## src/rtl/bank_ap_pkg.sv

```systemverilog
package bank_ap_pkg;

    typedef enum logic [2:0] {
        OP_NOP = 3'd0,
        OP_ACT = 3'd1,
        OP_RD  = 3'd2,
        OP_WR  = 3'd3,
        OP_PRE = 3'd4,
        OP_BST = 3'd5
    } bank_op_e;

    // Commands that passed the bank's acceptance rules this cycle
    typedef struct packed {
        logic act;
        logic rd;
        logic wr;
        logic pre;
        logic bst;
    } bank_acc_t;

endpackage

```

## src/rtl/bank_ap_dncnt.sv

```systemverilog
// Saturating down-counter: load beats clear, clear beats decrement.
module bank_ap_dncnt #(
    parameter int W = 4
) (
    input  logic         clk,
    input  logic         rst_n,
    input  logic         load,
    input  logic [W-1:0] load_val,
    input  logic         clr,
    output logic         zero
);
    logic [W-1:0] cnt_d, cnt_q;

    always_comb begin
        cnt_d = cnt_q;
        if (load)
            cnt_d = load_val;
        else if (clr)
            cnt_d = '0;
        else if (cnt_q != '0)
            cnt_d = cnt_q - 1'b1;
    end

    always_ff @(posedge clk) begin
        if (!rst_n) cnt_q <= '0;
        else        cnt_q <= cnt_d;
    end

    assign zero = (cnt_q == '0);
endmodule

```

## src/rtl/bank_ap_decode.sv

```systemverilog
// Applies the acceptance rules of the bank to the raw command.
module bank_ap_decode
    import bank_ap_pkg::*;
(
    input  logic [2:0] cmd_op,
    input  logic       ready,
    input  logic       is_open,
    input  logic       last_rd_noap,
    input  logic       busy,
    output bank_acc_t  acc
);
    bank_op_e op;

    always_comb begin
        op      = bank_op_e'(cmd_op);
        acc     = '0;
        acc.act = ready && !is_open && (op == OP_ACT);
        acc.rd  = ready &&  is_open && (op == OP_RD);
        acc.wr  = ready &&  is_open && (op == OP_WR);
        acc.pre = ready &&  is_open && (op == OP_PRE);
        acc.bst = ready && (op == OP_BST) && last_rd_noap && busy;
    end
endmodule

```

## src/rtl/bank_ap_tracker.sv

```systemverilog
module bank_ap_tracker
    import bank_ap_pkg::*;
#(
    parameter int ROW_W     = 13,
    parameter int BURST_LEN = 8,
    parameter int T_RAS     = 6,
    parameter int T_RP      = 3
) (
    input  logic             clk,
    input  logic             rst_n,
    input  logic [2:0]       cmd_op,
    input  logic             cmd_a10,
    input  logic [ROW_W-1:0] cmd_row,
    output logic             row_open,
    output logic [ROW_W-1:0] open_row,
    output logic             bank_ready,
    output logic             burst_busy
);
    localparam int BURST_CYC = BURST_LEN / 2;
    localparam int RAS_W     = $clog2(T_RAS + 1);
    localparam int BUR_W     = $clog2(BURST_CYC + 1);
    localparam int RP_W      = $clog2(T_RP + 1);

    typedef struct packed {
        logic             row_open;
        logic [ROW_W-1:0] open_row;
        logic             ap_pend;
        logic             last_rd_noap;
    } trk_state_t;

    trk_state_t st_d, st_q;
    bank_acc_t  acc;
    logic       ras_zero, bur_zero, rp_zero;
    logic       pc_start;

    assign bank_ready = rp_zero && !st_q.ap_pend;
    assign burst_busy = !bur_zero;
    assign row_open   = st_q.row_open;
    assign open_row   = st_q.open_row;

    bank_ap_decode u_dec (
        .cmd_op       (cmd_op),
        .ready        (bank_ready),
        .is_open      (st_q.row_open),
        .last_rd_noap (st_q.last_rd_noap),
        .busy         (burst_busy),
        .acc          (acc)
    );

    // Implied precharge: flag pending, burst finished and tRAS met.
    assign pc_start = (st_q.ap_pend && bur_zero && ras_zero) || acc.pre;

    bank_ap_dncnt #(.W(RAS_W)) u_ras (
        .clk      (clk),
        .rst_n    (rst_n),
        .load     (acc.act),
        .load_val (RAS_W'(T_RAS - 1)),
        .clr      (1'b0),
        .zero     (ras_zero)
    );

    bank_ap_dncnt #(.W(BUR_W)) u_burst (
        .clk      (clk),
        .rst_n    (rst_n),
        .load     (acc.rd || acc.wr),
        .load_val (BUR_W'(BURST_CYC - 1)),
        .clr      (acc.bst || acc.pre),
        .zero     (bur_zero)
    );

    bank_ap_dncnt #(.W(RP_W)) u_rp (
        .clk      (clk),
        .rst_n    (rst_n),
        .load     (pc_start),
        .load_val (RP_W'(T_RP - 1)),
        .clr      (1'b0),
        .zero     (rp_zero)
    );

    always_comb begin
        st_d = st_q;
        if (acc.act) begin
            st_d.row_open = 1'b1;
            st_d.open_row = cmd_row;
        end
        if (acc.rd || acc.wr) begin
            st_d.ap_pend      = cmd_a10;
            st_d.last_rd_noap = acc.rd && !cmd_a10;
        end
        if (pc_start) begin
            st_d.row_open     = 1'b0;
            st_d.ap_pend      = 1'b0;
            st_d.last_rd_noap = 1'b0;
        end
    end

    always_ff @(posedge clk) begin
        if (!rst_n) st_q <= '0;
        else        st_q <= st_d;
    end
endmodule

```

## config.mk

```make
export PLATFORM = sky130hd
export DESIGN_NAME = bank_ap_tracker
export DESIGN_NICKNAME = d
export VERILOG_FILES = /design/src/rtl/bank_ap_pkg.sv /design/src/rtl/bank_ap_dncnt.sv /design/src/rtl/bank_ap_decode.sv /design/src/rtl/bank_ap_tracker.sv
export SDC_FILE = /design/constraint.sdc
export NUM_CORES = 1
export LEC_CHECK = 0
export BUFFER_PORTS_ARGS = -buffer_cell sky130_fd_sc_hd__buf_2
export CORE_ASPECT_RATIO = 1.1
export CORE_MARGIN = 3
export CORE_UTILIZATION = 50
export DETAILED_ROUTE_END_ITERATION = 8
export GPL_ROUTABILITY_DRIVEN = 0
export GPL_TIMING_DRIVEN = 1
export PLACE_DENSITY = 0.78
export SYNTH_ARGS = -nofsm -noshare
export SYNTH_HDL_FRONTEND = slang
export SYNTH_SLANG_ARGS = --single-unit
```

## constraint.sdc

```tcl
create_clock -name clk -period 2.1 [get_ports clk]
set_input_delay 0.21 -clock clk [delete_from_list [all_inputs] [get_ports clk]]
set_output_delay 0.21 -clock clk [all_outputs]
set_load 0.01 [all_outputs]
```

==> flow_summary.ini, run 1 <==
[status]
status = complete, no violations

[sta]
final_hold_viol_count = 0
rsz0062_at_grt = no
slew_violations = 0
fin_skew_ns = 0.004853
fin_crit_sh_pct = 83.17
finalSetupViolCount = 0
fin_setup_tns_ns = 0
maxClockFrequency_mhz = 572.5
relSlewSlack_pct = 61.92
tightest_slew_ns = 0.5665
min_period_ns = 1.747

[synth]
syn_inst = 140
ys_warn_count = 0
ys.flop_type = dfxtp_1
ys_ff_latch = 24
syn_nets = 163
ys_async_sr_fraction_pct = 0
ys_seq_area_share_pct = 40.81
syn_avg_cell_area_um2 = 8.410
synth-edff-count = 0
netlist-cell-type-count = 35
syn-cell-area_um2 = 1177

[pwr]
leakagePower_uw = 0.0005581
power_density_nw_per_um2 = 959.3
power.total_uw = 1282
clkPwrFrac_pct = 26.0
pwr-share-seq_pct = 42.9
vdd_drop_max_mv = 0.9199
switching_share_pct = 30.98
p_sw_uw = 397.1
p_int_uw = 884.7
p_comb_share_pct = 31.1

[detailed_routing]
wl_per_cell_um = 13.16
vias_per_cell = 5.689
first_pass_iters = 4
totalWireLength_um = 2501
first_iter_violations = 22
dr_total_vias = 1081
drc = 0
ant_nets = 0

[worst_setup_path]
endpoint_kind = output port
cp_max_fo = 4
critPathKind = reg2out
crit_required_ns = 1.89
start_kind = flip-flop
crit_arrival_ns = 1.54

[clocking]
cts_buffer_depth = 2
clk_pin_slew_worst_paths_ns = 0.13
cts_setup_buffers = 0
cts.sinks = 24
cts_tree = built
cts_resized = 0
htreeDepth = 1
cts_hold_buf = 0
cts_buffers = 3
clk_latency_ns = 0.32
clock-root-buffer = clkbuf_4

[grt]
overflow = 0
grt.total_usage_pct = 17.38
grt_start_max_net_pins = 17
grt_pass1_wl_um = 4002
grt_pass1_vias = 968
antenna_found_initial = 0

[placed_design]
io_buffers = 34
hpwl_um = 1849
dp_cells = 186
postPlaceCellArea_um2 = 1284

[final_layout]
drive_gt1_share_pct = 27.16
final_common_cell = buf_2
syn_to_final_growth_pct = 13.50
final_cell_mix = buf_2 (34), dfxtp_1 (24), a21oi_1 (17)
post-route-util_pct = 62.82
diodes = 0
fin_area_um2 = 1336
layout.nets = 186
finalNonFillerCells = 190

[floorplanning]
dieArea_um2 = 2974
start_util_pct = 55.35
die_y_um = 56.90
core_um2 = 2127
io_pins = 35
std_cell_rows = 17
die_x_um = 52.27

[run]
drv_cap = 0

[min_path]
hold_class = in2reg
[sequential cells by signal, summed over array words and instances, names as in the netlist]
register / cells
u_ras.cnt_q: 3
u_burst.cnt_q: 3
row_open: 1
st_q: 2
u_rp.cnt_q: 2
open_row: 13
[worst paths after layout]
kind | start | end | slack, ns | cells after the start
worst min register to register | open_row[2] | open_row[2] | 0.48 | 2
worst min-delay path | cmd_row[9] | open_row[9] | 0.12 | 3
worst max register to register | u_rp.cnt_q[1] | u_burst.cnt_q[1] | 0.48 | 3
worst max-delay path | u_burst.cnt_q[0] | burst_busy | 0.35 | 5
[power groups by stage]
stage	clock, uW	sequential (uW)	combinational [uW]
finish	334	550	398
global route	356	557	443
CTS	339	550	401
detailed placement	0	559	395
global placement	0	558	381
floorplan	0	552	303
[cell type report]
class	instances	area, um2
Clock buffer	3	22.52
Clock inverter	1	30.03
Fill cell	199	790.8
Inverter	8	30.03
Multi-Input combinational cell	88	538.0
Sequential cell	24	480.5
Tap cell	28	35.03
Timing Repair Buffer	38	200.2
[worst max-delay path, cell delays in order (launching register included)]
cell,delay (ns)
dfxtp_1,0.33
inv_1,0.10
ha_1,0.21
nor2b_1,0.29
inv_1,0.13
buf_2,0.16
[metrics by stage]
step / hold WS, ns / worst slack, ns
2_1_floorplan: 0.3275 / 0.4935
3_3_place_gp: 0.4575 / 0.5616
3_5_place_dp: 0.4678 / 0.5376
4_1_cts: 0.1132 / 0.3647
5_1_grt: 0.1075 / 0.2670
6_report: 0.1174 / 0.3534
[metal layers]
layer / share of wire [%] / track usage, % / wire length, um
met5: 0 / 0 / 0
met2: 49 / 29.44 / 1236
met1: 42 / 20.85 / 1057
met3: 5.7 / 3.183 / 142
met4: 2.6 / 7.664 / 65
[cell families after synthesis]
kind of cell	after synthesis	synth area share (%)
AND/OR/NAND/NOR	38	18.28
flip-flops	24	40.81
multiplexers	1	0.8502
buffers and inverters	28	14.03
adder cells (fa/ha/maj)	4	4.251
AO/OA/AOI/OAI	44	21.04
XOR/XNOR	1	0.7440
[synth_stat cells (all sizes together) (2+ instances only)]
cell    count  area (um2)
buf        16       118.9
nor3b       3       22.52
inv         7       26.28
nor2        4       15.01
ha          4       50.05
o21ai      17       85.08
nand3      13       65.06
or4         3       22.52
nor2b       2       12.51
dfxtp      24       480.5
a31oi       2       12.51
o211ai      2       15.01
a21oi      17       85.08
clkbuf      4       16.26
nand2       6       22.52
Note: power is estimated with default switching activity, not from simulation.
==> inputs of run 2 (changes only) <==
CORE_UTILIZATION = 45   (was 50)
PLACE_DENSITY = 0.74   (was 0.78)
clock period = 1.5 ns   (was 2.1 ns; I/O delays follow)
==> run 2 against run 1 <==
Compared with the run above:
- worst hold slack got worse by 0.043 ns
- clock skew fell by 0.0021 ns
- global-route usage up 0.95 points
- wire length is 9.4% higher
- register-to-register slack got worse by 0.50 ns
- the flow now finishes with violations (setup timing)
- count of clock-buffer cells in the layout is 1 higher
- final cell count grew 5.3%
==> flow_summary.ini, run 2 (synthesis results as in run 1) <==
[clocking]
cts_hold_buf = 0
cts_buffer_depth = 2
cts.sinks = 24
htreeDepth = 1
clk_pin_slew_worst_paths_ns = 0.12
clock-root-buffer = clkbuf_4
cts_buffers = 3
cts_tree = built
clk_latency_ns = 0.31

[final_layout]
final_common_cell = buf_2
layout.nets = 194
fin_area_um2 = 1439
final_cell_mix = buf_2 (33), dfxtp_1 (20), a21oi_1 (17)
drive_gt1_share_pct = 37.65
post-route-util_pct = 60.85
diodes = 0
largest_reg_flops = 13
syn_to_final_growth_pct = 22.21

[pwr]
vdd_drop_max_mv = 0.8639
leakagePower_uw = 0.0006098
power_density_nw_per_um2 = 1244

[placed_design]
hpwl_um = 2027
io_buffers = 34
postPlaceCellArea_um2 = 1338

[floorplanning]
io_pins = 35
die_x_um = 54.77
die_y_um = 59.65
dieArea_um2 = 3267
core_um2 = 2365
start_util_pct = 49.79
std_cell_rows = 18

[sta]
tightest_slew_ns = 0.2866
fin_skew_ns = 0.002770
slew_violations = 0
fin_ws_ns = -0.02346
min_period_ns = 1.523
maxClockFrequency_mhz = 656.4
rsz0062_at_grt = yes
relSlewSlack_pct = 80.89
final_hold_viol_count = 0
finalSetupViolCount = 1
fin_crit_sh_pct = 101.6

[grt]
grt_pass1_vias = 1028
grt_start_max_net_pins = 17
antenna_found_initial = 0
grt_pass1_wl_um = 4388
overflow = 0
grt.total_usage_pct = 18.32

[detailed_routing]
first_pass_iters = 4
vias_per_cell = 5.490
drc = 0
dr_total_vias = 1098
ant_nets = 0
first_iter_violations = 17
totalWireLength_um = 2736
wl_per_cell_um = 13.68

[worst_setup_path]
endpoint_kind = flip-flop
max_stage_delay_ns = 0.51
crit_required_ns = 1.75
critical_path.cell_chain = or4_4 -> or4_1 -> a21oi_1
cp_max_fo = 4
critPathKind = reg2reg
r2r_start = u_rp.cnt_q[0]
start_kind = flip-flop
critPathSlowestCell = or4_4
crit_start = u_rp.cnt_q[0]
crit_arrival_ns = 1.78

[status]
status = finished with violations
violations = setup timing

[min_path]
worstHoldStart = cmd_row[10]
hold_class = in2reg

[run]
drv_cap = 0
==> run 2: changes by cell type in the layout (fill, tap and decap cells not counted), moves of 2 or more <==
cell,delta
or4_4,+2
dfxtp_2,+4
dfxtp_1,-4
or4_1,-2
inv_1,-2
buf_6,+2
buf_4,+7
o21ai_1,+2
o21ai_0,-2
==> run 2: what timing repair did <==
item	in CTS	in global routing
resized for setup	9	7
endpoints found under the hold margin	0	0
pin swaps	2	1
buffers inserted	1	1
endpoints found under the setup margin	3	11
==> run 2: through the flow <==
stage / setup WS, ns / total power [uW] / cells / hold slack (ns) / setup TNS, ns
after floorplan: -0.08832 / 1198 / 140 / 0.2674 / -0.1803
after global placement: 0.007981 / 1341 / 194 / 0.4045 / 0
after detailed placement: -0.02034 / 1382 / 194 / 0.4101 / -0.02034
after CTS: -0.03632 / 1756 / 199 / 0.05342 / -0.03632
after global routing: -0.07087 / 1948 / 200 / 0.06596 / -0.1194
final: -0.02346 / 1790 / 200 / 0.07427 / -0.02346
==> run 2: where the power goes <==
group	internal [uW]	total, uW	switching, uW
Combinational	339	673	334
Sequential	723	786	62.9
Clock	148	332	183
==> run 2: final timing paths <==
path	slack, ns	depth (start not counted)	endpoint
max	-0.02	3	st_q[0]
min	0.07	3	open_row[10]
max reg2reg	-0.02	3	st_q[0]
min reg2reg	0.48	2	open_row[3]
==> run 2: layer usage <==
layer	part of all wire (%)	vias up	GRT usage, %
li1	-	545	-
met1	43	520	22.14
met2	51	29	30.74
met3	5.4	4	3.275
met4	0.99	0	8.185
met5	0	-	0
==> run 2: cell type report <==
| type | count | area [um2] |
|---|---|---|
| inverter | 8 | 32.53 |
| tap | 30 | 37.54 |
| multi-input combinational | 88 | 576.8 |
| timing repair buffer | 46 | 270.3 |
| sequential | 24 | 485.5 |
| clock buffer | 4 | 36.28 |
| fill | 204 | 925.9 |
==> run 2: critical path, delay by kind of cell, from the launching register on <==
family,cells,cell delay (ns)
compound gates,1,0.12
simple gates,2,0.98
flops,1,0.36
==> inputs of run 3 (changes only) <==
ABC_AREA = 1   (was not set)
CORE_UTILIZATION = 30   (was 45)
PLACE_DENSITY = 0.51   (was 0.74)
clock period = 1.7 ns   (was 1.5 ns; I/O delays follow)
==> run 3 against run 2 <==
Compared with the run above:
- the flow now finishes without violations
- die area grew 45%
- combinational power is 30% lower
- sequential cell count unchanged
- first-iteration DRC count is 35% higher
- total power is 8.5% lower
- synthesized cell count grew 9.3%
- global-route usage decreased by 7.6 points
- sequential share of layout area grew 1.7 points
- clock power grew 48%
- count of clock-buffer cells in the layout down 1
- register-to-register slack improved by 0.46 ns
- largest cell class unchanged
- largest power group unchanged
- highest routed layer unchanged
==> flow_summary.ini, run 3 <==
[synth]
synth_top_area_cell = dfxtp_1
ys_async_sr_fraction_pct = 0
synth-edff-count = 0
syn_inst = 153
synthTopCellsByArea = dfxtp_1 (41%), nor2_1 (9.9%), buf_4 (8.3%)
netlist_top_cells_count = nor2_1 (31), dfxtp_1 (24), inv_1 (17), o21ai_0 (15)
netlist-cell-type-count = 26
ys.flop_type = dfxtp_1
synth_top_area_share_pct = 40.68
syn_nets = 176
ys_warn_count = 0
syn-cell-area_um2 = 1181
syn_avg_cell_area_um2 = 7.720
ys_seq_area_share_pct = 40.68
yosysMostFrequentCell = nor2_1
ys_ff_latch = 24

[min_path]
hold_class = in2reg
hold_depth = 3

[clocking]
cts_setup_buffers = 0
clk_latency_ns = 0.26
cts_buffer_depth = 2
clk_pin_slew_worst_paths_ns = 0.08
cts_buffers = 3
clock-root-buffer = clkbuf_8
cts.sinks = 24
cts_resized = 0
cts_hold_buf = 0
htreeDepth = 1
cts_tree = built

[final_layout]
final_common_cell = buf_2
fill_cells = 416
largest_reg_flops = 13
diodes = 0
final_cell_mix = buf_2 (34), nor2_1 (31), dfxtp_1 (24)
layout.nets = 199
syn_to_final_growth_pct = 14.94
drive_gt1_share_pct = 29.14

[worst_setup_path]
crit_required_ns = 1.53
r2r_end = u_ras.cnt_q[1]
critPathKind = reg2out
rrSetupSlack_ns = 0.44
cp_max_fo = 3
reg2reg_depth = 8
crit_start = u_burst.cnt_q[0]
crit_arrival_ns = 1.14
r2r_start = u_ras.cnt_q[0]
endpoint_kind = output port
critPathCapture = burst_busy
start_kind = flip-flop

[floorplanning]
start_util_pct = 31.82
std_cell_rows = 23
io_pins = 35
core_um2 = 3712
die_x_um = 65.83
dieArea_um2 = 4727
die_y_um = 71.81

[sta]
tightest_slew_ns = 0.2823
holdWs_ns = 0.1525
maxClockFrequency_mhz = 762.4
relSlewSlack_pct = 81.08
fin_ws_ns = 0.3883
finalSetupViolCount = 0
fin_crit_sh_pct = 77.16
min_period_ns = 1.312
fin_skew_ns = 0.004399
slew_violations = 0
rsz0062_at_grt = no
final_hold_viol_count = 0
fin_setup_tns_ns = 0

[grt]
grt_pass1_wl_um = 4022
antenna_found_initial = 0
grt.total_usage_pct = 10.73
grt_pass1_vias = 964
overflow = 0
grt_start_max_net_pins = 18

[detailed_routing]
drc = 0
ant_nets = 0
dr_total_vias = 977
wl_per_cell_um = 10.28
vias_per_cell = 4.342
first_pass_iters = 4
totalWireLength_um = 2312
first_iter_violations = 23

[run]
drv_cap = 0

[pwr]
vdd_drop_max_mv = 0.3591
power_density_nw_per_um2 = 1206
leakagePower_uw = 0.0006492

[placed_design]
post-place-ws_ns = 0.4267
io_buffers = 34
hpwl_um = 1853

[status]
status = complete, no violations
-- run 3: worst min path at each step --
stage / startpoint / end / slack (ns)
4_1_cts: cmd_row[11] / open_row[11] / 0.14
6_report: cmd_row[0] / open_row[0] / 0.15
3_5_place_dp: cmd_row[11] / open_row[11] / 0.43
3_3_place_gp: cmd_row[0] / open_row[0] / 0.42
5_1_grt: cmd_row[11] / open_row[11] / 0.16
2_1_floorplan: rst_n / open_row[0] / 0.31
-- run 3: area by class of cell --
| class | instances | area, um2 | area share, % |
|---|---|---|---|
| multi-input combinational | 93 | 493.0 | 36.31 |
| sequential | 24 | 480.5 | 35.39 |
| timing repair buffer | 34 | 170.2 | 12.53 |
| inverter | 20 | 80.08 | 5.899 |
| tap | 50 | 62.56 | 4.608 |
| clock buffer | 3 | 41.29 | 3.041 |
| clock inverter | 1 | 30.03 | 2.212 |
-- run 3: per-stage QoR --
step / instances / util, % / total power (uW) / instance area, um2
floorplan: 153 / - / 1058 / 1181
global placement: 221 / 34.65 / 1141 / 1286
detailed placement: 221 / 34.65 / 1170 / 1286
CTS: 225 / 36.57 / 1676 / 1358
global route: 225 / 36.57 / 1780 / 1358
finish: 225 / 36.57 / 1638 / 1358
-- run 3: metal layers --
| layer | global-route usage [%] | wire [um] |
|---|---|---|
| met4 | 3.456 | 18 |
| met5 | 0 | 0 |
| met2 | 19.60 | 1210 |
| met1 | 11.96 | 930 |
| met3 | 2.665 | 153 |
-- run 3: worst max-delay path, stage by stage (launching register included) --
cell	delay (ns)
dfxtp_1	0.35
inv_1	0.06
ha_1	0.21
nand2_1	0.12
buf_2	0.15
-- run 3: logic make-up after synthesis --
group,synth area share (%)
xor+xnor,1.483
compound gates,10.17
fa+ha+maj,4.237
simple gates,25.85
buf+inv,17.58
flops,40.68
-- run 3: power breakdown --
part | internal (uW) | total [uW] | switching, uW
Clock | 314 | 491 | 176
Combinational | 197 | 470 | 273
Sequential | 637 | 677 | 40.3
Total | 1150 | 1640 | 490
